<file path="src/rtl/fbc_pkg.sv">
package fbc_pkg;

    typedef enum logic [1:0] {
        SYM_ZERO  = 2'd0,
        SYM_PLUS  = 2'd1,
        SYM_MINUS = 2'd2
    } pair_sym_e;

    typedef struct packed {
        logic      coord_odd;
        pair_sym_e sym;
    } pair_info_t;

    // Maps a left/right wire pair to its ternary symbol.
    function automatic pair_sym_e sym_of_pair(input logic left_w, input logic right_w);
        if (left_w == right_w)
            return SYM_ZERO;
        else if (!left_w)
            return SYM_PLUS;
        else
            return SYM_MINUS;
    endfunction

    // A polarity is legal only at its own coordinate parity.
    function automatic logic sym_misplaced(input pair_info_t info);
        unique case (info.sym)
            SYM_PLUS:  return info.coord_odd;
            SYM_MINUS: return !info.coord_odd;
            default:   return 1'b0;
        endcase
    endfunction

endpackage

</file>
<file path="src/rtl/fbc_pair_classifier.sv">
module fbc_pair_classifier
    import fbc_pkg::*;
#(
    parameter int NUM_WIRES = 12
) (
    input  logic [NUM_WIRES-1:0]             wires,
    output pair_info_t [NUM_WIRES-2:0]       pairs
);
    localparam int NUM_COORDS = NUM_WIRES - 1;

    for (genvar c = 0; c < NUM_COORDS; c++) begin : g_pair
        // coordinate number is c+1; odd when c is even
        localparam logic IS_ODD = ((c % 2) == 0);
        always_comb begin
            pairs[c].coord_odd = IS_ODD;
            pairs[c].sym       = sym_of_pair(wires[NUM_WIRES-1-c], wires[NUM_WIRES-2-c]);
        end
    end
endmodule

</file>
<file path="config.mk">
export PLATFORM = sky130hd
export DESIGN_NAME = fbc_pair_classifier
export DESIGN_NICKNAME = d
export VERILOG_FILES = /design/src/rtl/fbc_pkg.sv /design/src/rtl/fbc_pair_classifier.sv
export SDC_FILE = /design/constraint.sdc
export NUM_CORES = 1
export LEC_CHECK = 0
export BUFFER_PORTS_ARGS = -buffer_cell sky130_fd_sc_hd__buf_2
export CELL_PAD_IN_SITES_DETAIL_PLACEMENT = 1
export CELL_PAD_IN_SITES_GLOBAL_PLACEMENT = 1
export CORE_ASPECT_RATIO = 1.1
export CORE_MARGIN = 2
export CORE_UTILIZATION = 13
export DETAILED_ROUTE_END_ITERATION = 6
export MAX_ROUTING_LAYER = met4
export PLACE_DENSITY = 0.91
export SLEW_MARGIN = 20
export SYNTH_ARGS = -nofsm -noshare
export SYNTH_HDL_FRONTEND = slang
export SYNTH_SLANG_ARGS = --single-unit
</file>
<file path="constraint.sdc">
create_clock -name vclk -period 0.8
set_input_delay 0.16 -clock vclk [all_inputs]
set_output_delay 0.16 -clock vclk [all_outputs]
set_load 0.005 [all_outputs]
</file>
## Word-level counts from Yosys, hierarchy flattened

Index checks and enable logic that the tools add are counted.

- Bits in registers: 0
- Output and inout bits: 33
- Word-level logic and storage cells: 33

- Equal/unequal tests: 11
- Muxes and demuxes: 22

Operator list:

| operator | number |
|---|---|
| $mux W2 | 22 |
| $eq A1 B1 Y1 | 11 |

## Longest topological paths before layout

Gate-level depths: netlist of the first run.

- Depth in word-level cells: 2
- Gate-level depth with buffers: 1
- Depth with buffers taken out: 1

## Worst setup path before layout of the first run

Ideal clock, no wire load.

- Path type: input to output
- From: input wires[9]
- To: output pairs[4] (netlist bit)
- Arrival: 0.355 ns
- Required time: 0.640 ns
- Slack: 0.285 ns
- Cell stages on the path: 1
- Buffers on the path: 0
- Cells stage by stage: and2b_2

- Cells in the longest elaborated chain, start to end: 2

Ends and longest elaborated chain:

| element | RTL line | source |
|---|---|---|
| from (decl) | fbc_pair_classifier.sv:6 | `input logic [NUM_WIRES-1:0] wires,` |
| $eq A1 B1 Y1 | fbc_pkg.sv:16 | `if (left_w == right_w)` |
| $mux W2 | fbc_pkg.sv:16 |  |
| to (decl) | fbc_pair_classifier.sv:7 | `output pair_info_t [NUM_WIRES-2:0] pairs` |

Every way passes these cells.

==> results of run 1 <==
[area by class of cell]
cell class	instances	area, um2
Fill cell	233	1370
Multi-Input combinational cell	33	184
Timing Repair Buffer	34	170
Tap cell	18	22.5
[metal layers]
metal	up-vias	track usage
met1	126	0.0523
li1	146	-
met3	0	0.00746
met4	0	0
met2	38	0.132
met5	-	-
[power breakdown]
group / switching (W) / internal [W] / leakage (nW) / total, W
logic: 0.0000758 / 0.0000872 / 0.241 / 0.000163
registers: 0 / 0 / 0 / 0
clock network: 0 / 0 / 0 / 0
[synth_stat cells]
cell      n
and2b_2   2
buf_4    11
nor2b_1  20
conb_1    2
[worst max-delay path by stage]
stage | start | slack (ns) | cells after the start | endpoint
2_1_floorplan | wires[9] | 0.28 | 1 | pairs[4]
4_1_cts | wires[8] | 0.06 | 3 | pairs[6]
6_report | wires[9] | 0.06 | 3 | pairs[4]
3_5_place_dp | wires[8] | 0.06 | 3 | pairs[6]
3_3_place_gp | wires[9] | 0.07 | 3 | pairs[4]
5_1_grt | wires[8] | 0.03 | 3 | pairs[6]
[cells by family (layout without fill, tap and decap cells)]
logic type             count (synthesis)  count (layout)
other                                  2              11
buffers and inverters                 11              34
and+or+nand+nor                       22              22
[stage by stage]
stage               setup slack, ns   util  std cells
floorplan                     0.285      -         44
finish                       0.0596  0.216         85
global placement             0.0687  0.216         85
CTS                          0.0585  0.216         85
global route                 0.0330  0.216         85
detailed placement           0.0585  0.216         85
==> impl_metrics.csv, run 1 <==
group,metric,value,unit
final_layout,stdcell_area,377,um2
pwr,max-vdd-ir-drop,89.5,uV
floorplanning,num_io_pins,45,
worst_setup_path,crit_path_frequent_cell,"buf_2",
logic_synthesis,synth_compound_area_frac,0,
logic_synthesis,synth_adder_area_share,0,
placed_design,placedInstanceArea,377,um2
sta,period_needed,0.740,ns
worst_setup_path,critPathBufInv,2,
pwr,totalPowerFinal,0.000163,W
route,wirelength_met1,217,um
logic_synthesis,yosys.area.top_type,"nor2b_1",
logic_synthesis,synth.yosys.warnings,0,
logic_synthesis,syn-cell-area,233,um2
clock_network,postCtsSetupBuffers,0,
route,maxUsedRoutingLayer,"met3",
clock_network,cts_resized,0,
sta,setup-violations-final,0,
final_layout,numSequentialCells,0,
worst_setup_path,worst_path_max_delay_cell,"and2b_2",
final_layout,areaGrowthSynthToFinish,61.8,%
route,drt_pre_antenna_iters,2,
logic_synthesis,synthXorXnorAreaFrac,0,
logic_synthesis,seq_area_frac_synth,0,
worst_setup_path,worstPathArrival,0.58,ns
min_path,hp-class,"in2out",
floorplanning,floorplan.initialDensity,0.134,
logic_synthesis,yosysUniqueCellTypes,4,
route,drt-vias-per-instance,3.65,
final_layout,layout-drive-gt1-share,0.537,
worst_setup_path,setup.worst_path.class,"in2out",
final_layout,insertedDiodeCount,0,
worst_setup_path,worst_path_cell_trace,"buf_2 > and2b_2 > buf_2",
final_layout,nClkBuffers,0,
route,route.detailed.wl_per_inst,8.28,um
global_route,global_route_wire_length_before_repair,1040,um
sta,finalHoldWorstSlack,0.547,ns
sta,achievable-frequency,1350,MHz
logic_synthesis,fraction_of_synthesized_area_in_multiplexers,0,
min_path,min_delay_worst_endpoint,"pairs[31]",
sta,drv_slew,0,
flow_run,max_cap_viol_count,0,
route,drt_drc_violations_left,0,
global_route,grt_pass1_vias,296,
final_layout,fin_nets,81,
route,detailedRoute.firstIterationViolations,1,
logic_synthesis,largest_family_of_logic_cells_by_synthesized_area,"simple AND/OR/NAND/NOR gates",
logic_synthesis,synth_top_cells_by_area,"nor2b_1 (54%), buf_4 (35%), and2b_2 (7.5%), conb_1 (3.2%)",
floorplanning,placeableCoreArea,1740,um2
final_layout,layout.cells.most_common_list,"buf_2 (34), nor2b_1 (20), conb_1 (11), and2b_2 (2)",
pwr,leakagePower,0.241,nW
worst_setup_path,critPathLaunchType,"input port",
global_route,antenna_found_initial,0,
worst_setup_path,worst-path-max-fanout,4,
route,met3WireLength,133,um
logic_synthesis,synth_area_per_cell,6.65,um2
worst_setup_path,slowest_delay,0.21,ns
clock_network,cts_hold_repair.buffers,0,
logic_synthesis,post_synth_and_or_nand_nor_area_fraction,0.613,
pwr,power_density,433,nW/um2
global_route,track_usage,0.0601,
logic_synthesis,mapped_cells,35,
sta,setup_repair_after_global_routing_missed_its_margin,"no",
worst_setup_path,worst_ep_required_time,0.64,ns
floorplanning,design.die.area,2140,um2
min_path,hold_path_depth,3,
placed_design,placement.io_buffers,34,
floorplanning,dieWidth,44.3,um
logic_synthesis,yosys.area.top_type_share,0.538,
sta,tns,0,ns
min_path,timing.hold.worst.start,"wires[0]",
floorplanning,floorplan.die.height,48.4,um
outcome,outcome,"completed",
worst_setup_path,critical_path.endpoint_type,"output port",
route,wl_met2,353,um
global_route,grt-ovfl-total,0,
worst_setup_path,worst_path_dominant_cell_family,"buffers and inverters",
route,num_vias,310,
placed_design,gpl.final_weighted_congestion,0.715,
final_layout,seqCellArea,0,um2
sta,hold_viol_final,0,
placed_design,dpl.hpwl,684,um
global_route,grt_max_degree,5,
final_layout,final_common_cell,"buf_2",
route,ant_nets,0,
route,wl,704,um
floorplanning,rows,16,
sta,post-route-period-util,0.926,
No activity file was read; power rests on OpenSTA's default activity.
==> run 2, diff against run 1 <==
--- a/config.mk
+++ b/config.mk
@@ -5,16 +5,18 @@
 export SDC_FILE = /design/constraint.sdc
 export NUM_CORES = 1
 export LEC_CHECK = 0
+export ABC_AREA = 1
 export BUFFER_PORTS_ARGS = -buffer_cell sky130_fd_sc_hd__buf_2
 export CELL_PAD_IN_SITES_DETAIL_PLACEMENT = 1
 export CELL_PAD_IN_SITES_GLOBAL_PLACEMENT = 1
 export CORE_ASPECT_RATIO = 1.1
 export CORE_MARGIN = 2
-export CORE_UTILIZATION = 13
+export CORE_UTILIZATION = 11
 export DETAILED_ROUTE_END_ITERATION = 6
 export MAX_ROUTING_LAYER = met4
-export PLACE_DENSITY = 0.91
+export PLACE_DENSITY = 0.9
 export SLEW_MARGIN = 20
 export SYNTH_ARGS = -nofsm -noshare
 export SYNTH_HDL_FRONTEND = slang
 export SYNTH_SLANG_ARGS = --single-unit
+export TNS_END_PERCENT = 100
==> impl_metrics.csv, run 2 <==
group,metric,value,unit
flow_run,max_cap_viol_count,0,
route,route.detailed.wl_per_inst,8.30,um
worst_setup_path,critPathLaunchType,"input port",
logic_synthesis,yosysUniqueCellTypes,4,
worst_setup_path,worst-path-max-fanout,3,
floorplanning,floorplan.initialDensity,0.120,
clock_network,postCtsSetupBuffers,0,
min_path,min_delay_worst_endpoint,"pairs[31]",
logic_synthesis,yosysMostFrequentCell,"nor2_1",
pwr,max-vdd-ir-drop,84.8,uV
final_layout,nClkBuffers,0,
route,num_vias,341,
logic_synthesis,synth_top_cells_by_area,"buf_4 (38%), nor2_1 (38%), inv_1 (21%), conb_1 (3.4%)",
logic_synthesis,synth_compound_area_frac,0,
global_route,grt_max_degree,4,
sta,achievable-frequency,1450,MHz
logic_synthesis,yosys.area.top_type_share,0.379,
clock_network,cts_resized,0,
floorplanning,dieWidth,46.4,um
final_layout,insertedDiodeCount,0,
worst_setup_path,worst_path_max_delay_cell,"buf_2",
worst_setup_path,critical_path.endpoint_type,"output port",
route,drt_pre_antenna_iters,2,
logic_synthesis,seq_area_frac_synth,0,
final_layout,finish.utilization,0.205,
outcome,outcome,"completed",
worst_setup_path,crit_path_frequent_cell,"buf_2",
logic_synthesis,yosys.area.top_type,"buf_4",
logic_synthesis,largest_family_of_logic_cells_by_synthesized_area,"buffers and inverters",
global_route,track_usage,0.0755,
placed_design,placement.io_buffers,34,
placed_design,dpl.hpwl,834,um
worst_setup_path,worst_ep_required_time,0.64,ns
global_route,grt_pass1_vias,333,
floorplanning,rows,16,
sta,period_needed,0.690,ns
logic_synthesis,syn-cell-area,218,um2
logic_synthesis,synthXorXnorAreaFrac,0,
final_layout,final_common_cell,"buf_2",
logic_synthesis,synth.yosys.warnings,0,
logic_synthesis,post_synth_and_or_nand_nor_area_fraction,0.379,
sta,setup-violations-final,0,
logic_synthesis,synth_area_per_cell,4.63,um2
global_route,global_route_wire_length_before_repair,1350,um
floorplanning,floorplan.die.height,50.7,um
sta,finalHoldWorstSlack,0.554,ns
route,detailedRoute.firstIterationViolations,4,
sta,setup_repair_after_global_routing_missed_its_margin,"no",
sta,tns,0,ns
floorplanning,design.die.area,2350,um2
min_path,hold_path_depth,3,
logic_synthesis,mapped_cells,47,
route,ant_nets,0,
logic_synthesis,synth_adder_area_share,0,
min_path,timing.hold.worst.start,"wires[0]",
worst_setup_path,worstPathArrival,0.53,ns
worst_setup_path,worst_path_cell_trace,"buf_2 > inv_1 > nor2_1 > buf_2",
final_layout,seqCellArea,0,um2
final_layout,filler_cell_count,254,
floorplanning,num_io_pins,45,
sta,post-route-period-util,0.862,
route,drt_drc_violations_left,0,
final_layout,areaGrowthSynthToFinish,71.3,%
worst_setup_path,setup.worst_path.class,"in2out",
placed_design,gpl.final_weighted_congestion,0.555,
pwr,totalPowerFinal,0.000164,W
sta,drv_slew,0,
final_layout,layout.cells.most_common_list,"buf_2 (34), nor2_1 (22), inv_1 (12), conb_1 (11)",
final_layout,layout-drive-gt1-share,0.430,
global_route,grt-ovfl-total,0,
placed_design,post-place-cells,106,
floorplanning,placeableCoreArea,1820,um2
clock_network,cts_hold_repair.buffers,0,
final_layout,post_layout_nonfiller_instances,106,
worst_setup_path,crit_path_start,"wires[4]",
pwr,power_density,441,nW/um2
route,drt-vias-per-instance,3.22,
worst_setup_path,slowest_delay,0.12,ns
pwr,leakagePower,0.295,nW
global_route,antenna_found_initial,0,
final_layout,numSequentialCells,0,
sta,hold_viol_final,0,
logic_synthesis,synthTopCellsByCount,"nor2_1 (22), inv_1 (12), buf_4 (11)",
route,wl,880,um
min_path,hp-class,"in2out",
logic_synthesis,fraction_of_synthesized_area_in_multiplexers,0,
final_layout,fin_nets,93,
run 2: cell types whose count changed after synthesis:
cell | previous run | this run
and2b_2 | 2 | 0
nor2b_1 | 20 | 0
inv_1 | 0 | 12
nor2_1 | 0 | 22
run 2: report_power, final:
part / total [W] / internal, W / switching (W) / leakage [nW]
Combinational: 0.000164 / 0.0000747 / 0.0000898 / 0.295
Sequential: 0 / 0 / 0 / 0
Clock: 0 / 0 / 0 / 0
run 2: final cells by class:
class	count	area, um2	share of cell area
timing repair buffer	34	170	0.456
inverter	12	45.0	0.121
multi-input combinational	33	124	0.332
tap	27	33.8	0.0906
run 2: metrics by stage:
stage / setup WS (ns) / area, um2
6_report: 0.110 / 373
3_5_place_dp: 0.0956 / 373
5_1_grt: 0.0650 / 373
2_1_floorplan: 0.353 / 251
4_1_cts: 0.0942 / 373
3_3_place_gp: 0.107 / 373
run 2: critical path: cells and delay by family:
| kind | cells | cell delay, ns |
|---|---|---|
| buffers and inverters | 3 | 0.28 |
| and+or+nand+nor | 1 | 0.09 |
run 2: metal layers:
layer	global-route usage	routed length (um)	part of all wire	vias up
li1	-	-	-	169
met4	0.00952	8	0.0091	0
met5	-	0	0	-
met3	0.00360	56	0.064	2
met1	0.0596	259	0.29	154
met2	0.171	555	0.63	16
run 2: worst max-delay path by stage:
stage	endpoint	slack, ns	cells past startpoint
5_1_grt	pairs[13]	0.06	4
2_1_floorplan	pairs[0]	0.35	2
3_3_place_gp	pairs[22]	0.11	4
3_5_place_dp	pairs[22]	0.1	4
4_1_cts	pairs[22]	0.09	4
6_report	pairs[22]	0.11	4
run 2: cell families after synthesis:
| logic type | Yosys count |
|---|---|
| and+or+nand+nor | 22 |
| other | 2 |
| buffers and inverters | 23 |
==> run 3, diff against run 2 <==
--- a/config.mk
+++ b/config.mk
@@ -11,10 +11,10 @@
 export CELL_PAD_IN_SITES_GLOBAL_PLACEMENT = 1
 export CORE_ASPECT_RATIO = 1.1
 export CORE_MARGIN = 2
-export CORE_UTILIZATION = 11
+export CORE_UTILIZATION = 13
 export DETAILED_ROUTE_END_ITERATION = 6
 export MAX_ROUTING_LAYER = met4
-export PLACE_DENSITY = 0.9
+export PLACE_DENSITY_LB_ADDON = 0.1
 export SLEW_MARGIN = 20
 export SYNTH_ARGS = -nofsm -noshare
 export SYNTH_HDL_FRONTEND = slang
==> constraint.sdc (replaced) <==
create_clock -name vclk -period 0.9
set_input_delay 0.18 -clock vclk [all_inputs]
set_output_delay 0.18 -clock vclk [all_outputs]
set_load 0.005 [all_outputs]
==> impl_metrics.csv, run 3 (synthesis results as in run 2) <==
group,metric,value,unit
outcome,outcome,"completed",
route,num_vias,320,
worst_setup_path,worstPathArrival,0.52,ns
global_route,global_route_wire_length_before_repair,959,um
worst_setup_path,critical_path.endpoint_type,"output port",
pwr,max-vdd-ir-drop,93.8,uV
global_route,track_usage,0.0594,
worst_setup_path,worst_path_dominant_cell_family,"buffers and inverters",
final_layout,stdcell_area,360,um2
worst_setup_path,worst-path-max-fanout,3,
final_layout,final_common_cell,"buf_2",
route,drt-vias-per-instance,3.33,
min_path,hold_path_depth,3,
floorplanning,placeableCoreArea,1580,um2
worst_setup_path,critPathBufInv,3,
pwr,totalPowerFinal,0.000142,W
final_layout,layout-drive-gt1-share,0.430,
final_layout,areaGrowthSynthToFinish,65.5,%
global_route,grt_max_degree,4,
worst_setup_path,worst_ep_required_time,0.72,ns
route,detailedRoute.firstIterationViolations,3,
worst_setup_path,path_depth,4,
route,ant_nets,0,
sta,setup_repair_after_global_routing_missed_its_margin,"no",
floorplanning,dieWidth,43.0,um
placed_design,post-place-cells,96,
sta,hold_viol_final,0,
worst_setup_path,critPathLaunchType,"input port",
clock_network,cts_hold_repair.buffers,0,
final_layout,insertedDiodeCount,0,
flow_run,max_cap_viol_count,0,
global_route,grt-ovfl-total,0,
min_path,hp-class,"in2out",
route,drt_pre_antenna_iters,3,
final_layout,seqCellArea,0,um2
global_route,grt_pass1_vias,235,
placed_design,placedInstanceArea,360,um2
worst_setup_path,crit_path_frequent_cell,"buf_2",
worst_setup_path,worst_path_cell_trace,"buf_2 > inv_1 > nor2_1 > buf_2",
floorplanning,num_io_pins,45,
sta,period_needed,0.705,ns
sta,post-route-period-util,0.783,
final_layout,layout.cells.most_common_list,"buf_2 (34), nor2_1 (22), inv_1 (12), conb_1 (11)",
pwr,power_density,394,nW/um2
final_layout,nClkBuffers,0,
placed_design,placement.io_buffers,34,
route,route.detailed.wl_per_inst,7.07,um
route,wl,679,um
floorplanning,floorplan.die.height,46.9,um
placed_design,dpl.hpwl,647,um
worst_setup_path,slowest_delay,0.11,ns
worst_setup_path,worst_path_max_delay_cell,"buf_2",
final_layout,numSequentialCells,0,
final_layout,fin_nets,93,
sta,tns,0,ns
clock_network,postCtsSetupBuffers,0,
placed_design,gpl.final_weighted_congestion,0.586,
placed_design,pre_cts_slack,0.184,ns
route,drt_drc_violations_left,0,
sta,achievable-frequency,1420,MHz
sta,layout_setup_ws,0.195,ns
clock_network,cts_resized,0,
worst_setup_path,setup.worst_path.class,"in2out",
global_route,antenna_found_initial,0,
sta,drv_slew,0,
floorplanning,rows,15,
final_layout,post_layout_nonfiller_instances,96,
floorplanning,design.die.area,2020,um2
floorplanning,floorplan.initialDensity,0.138,
sta,setup-violations-final,0,
pwr,leakagePower,0.295,nW
## run 3: metrics by stage
step | util | hold WS, ns
2_1_floorplan | - | 0.391
3_3_place_gp | 0.229 | 0.595
3_5_place_dp | 0.229 | 0.602
4_1_cts | 0.229 | 0.603
5_1_grt | 0.229 | 0.613
6_report | 0.229 | 0.599
## run 3: layout make-up
cell class / instances / area [um2]
fillers: 241 / 1220
inverters: 12 / 45.0
repair buffers: 34 / 170
multi-input cells: 33 / 124
well taps: 17 / 21.3
## run 3: worst paths after layout
path / startpoint / endpoint
min: wires[0] / pairs[31]
max: wires[1] / pairs[31]
## run 3: metal layers
| metal | up-vias | track usage | share of wire |
|---|---|---|---|
| li1 | 171 | - | - |
| met1 | 133 | 0.0614 | 0.35 |
| met2 | 16 | 0.133 | 0.56 |
| met3 | 0 | 0 | 0.091 |
| met4 | 0 | 0 | 0 |
| met5 | - | - | 0 |
## run 3: power by group
part           internal, W  total (W)  switching, W
combinational    0.0000663   0.000142     0.0000756
clock                    0          0             0
sequential               0          0             0
total            0.0000663   0.000142     0.0000756
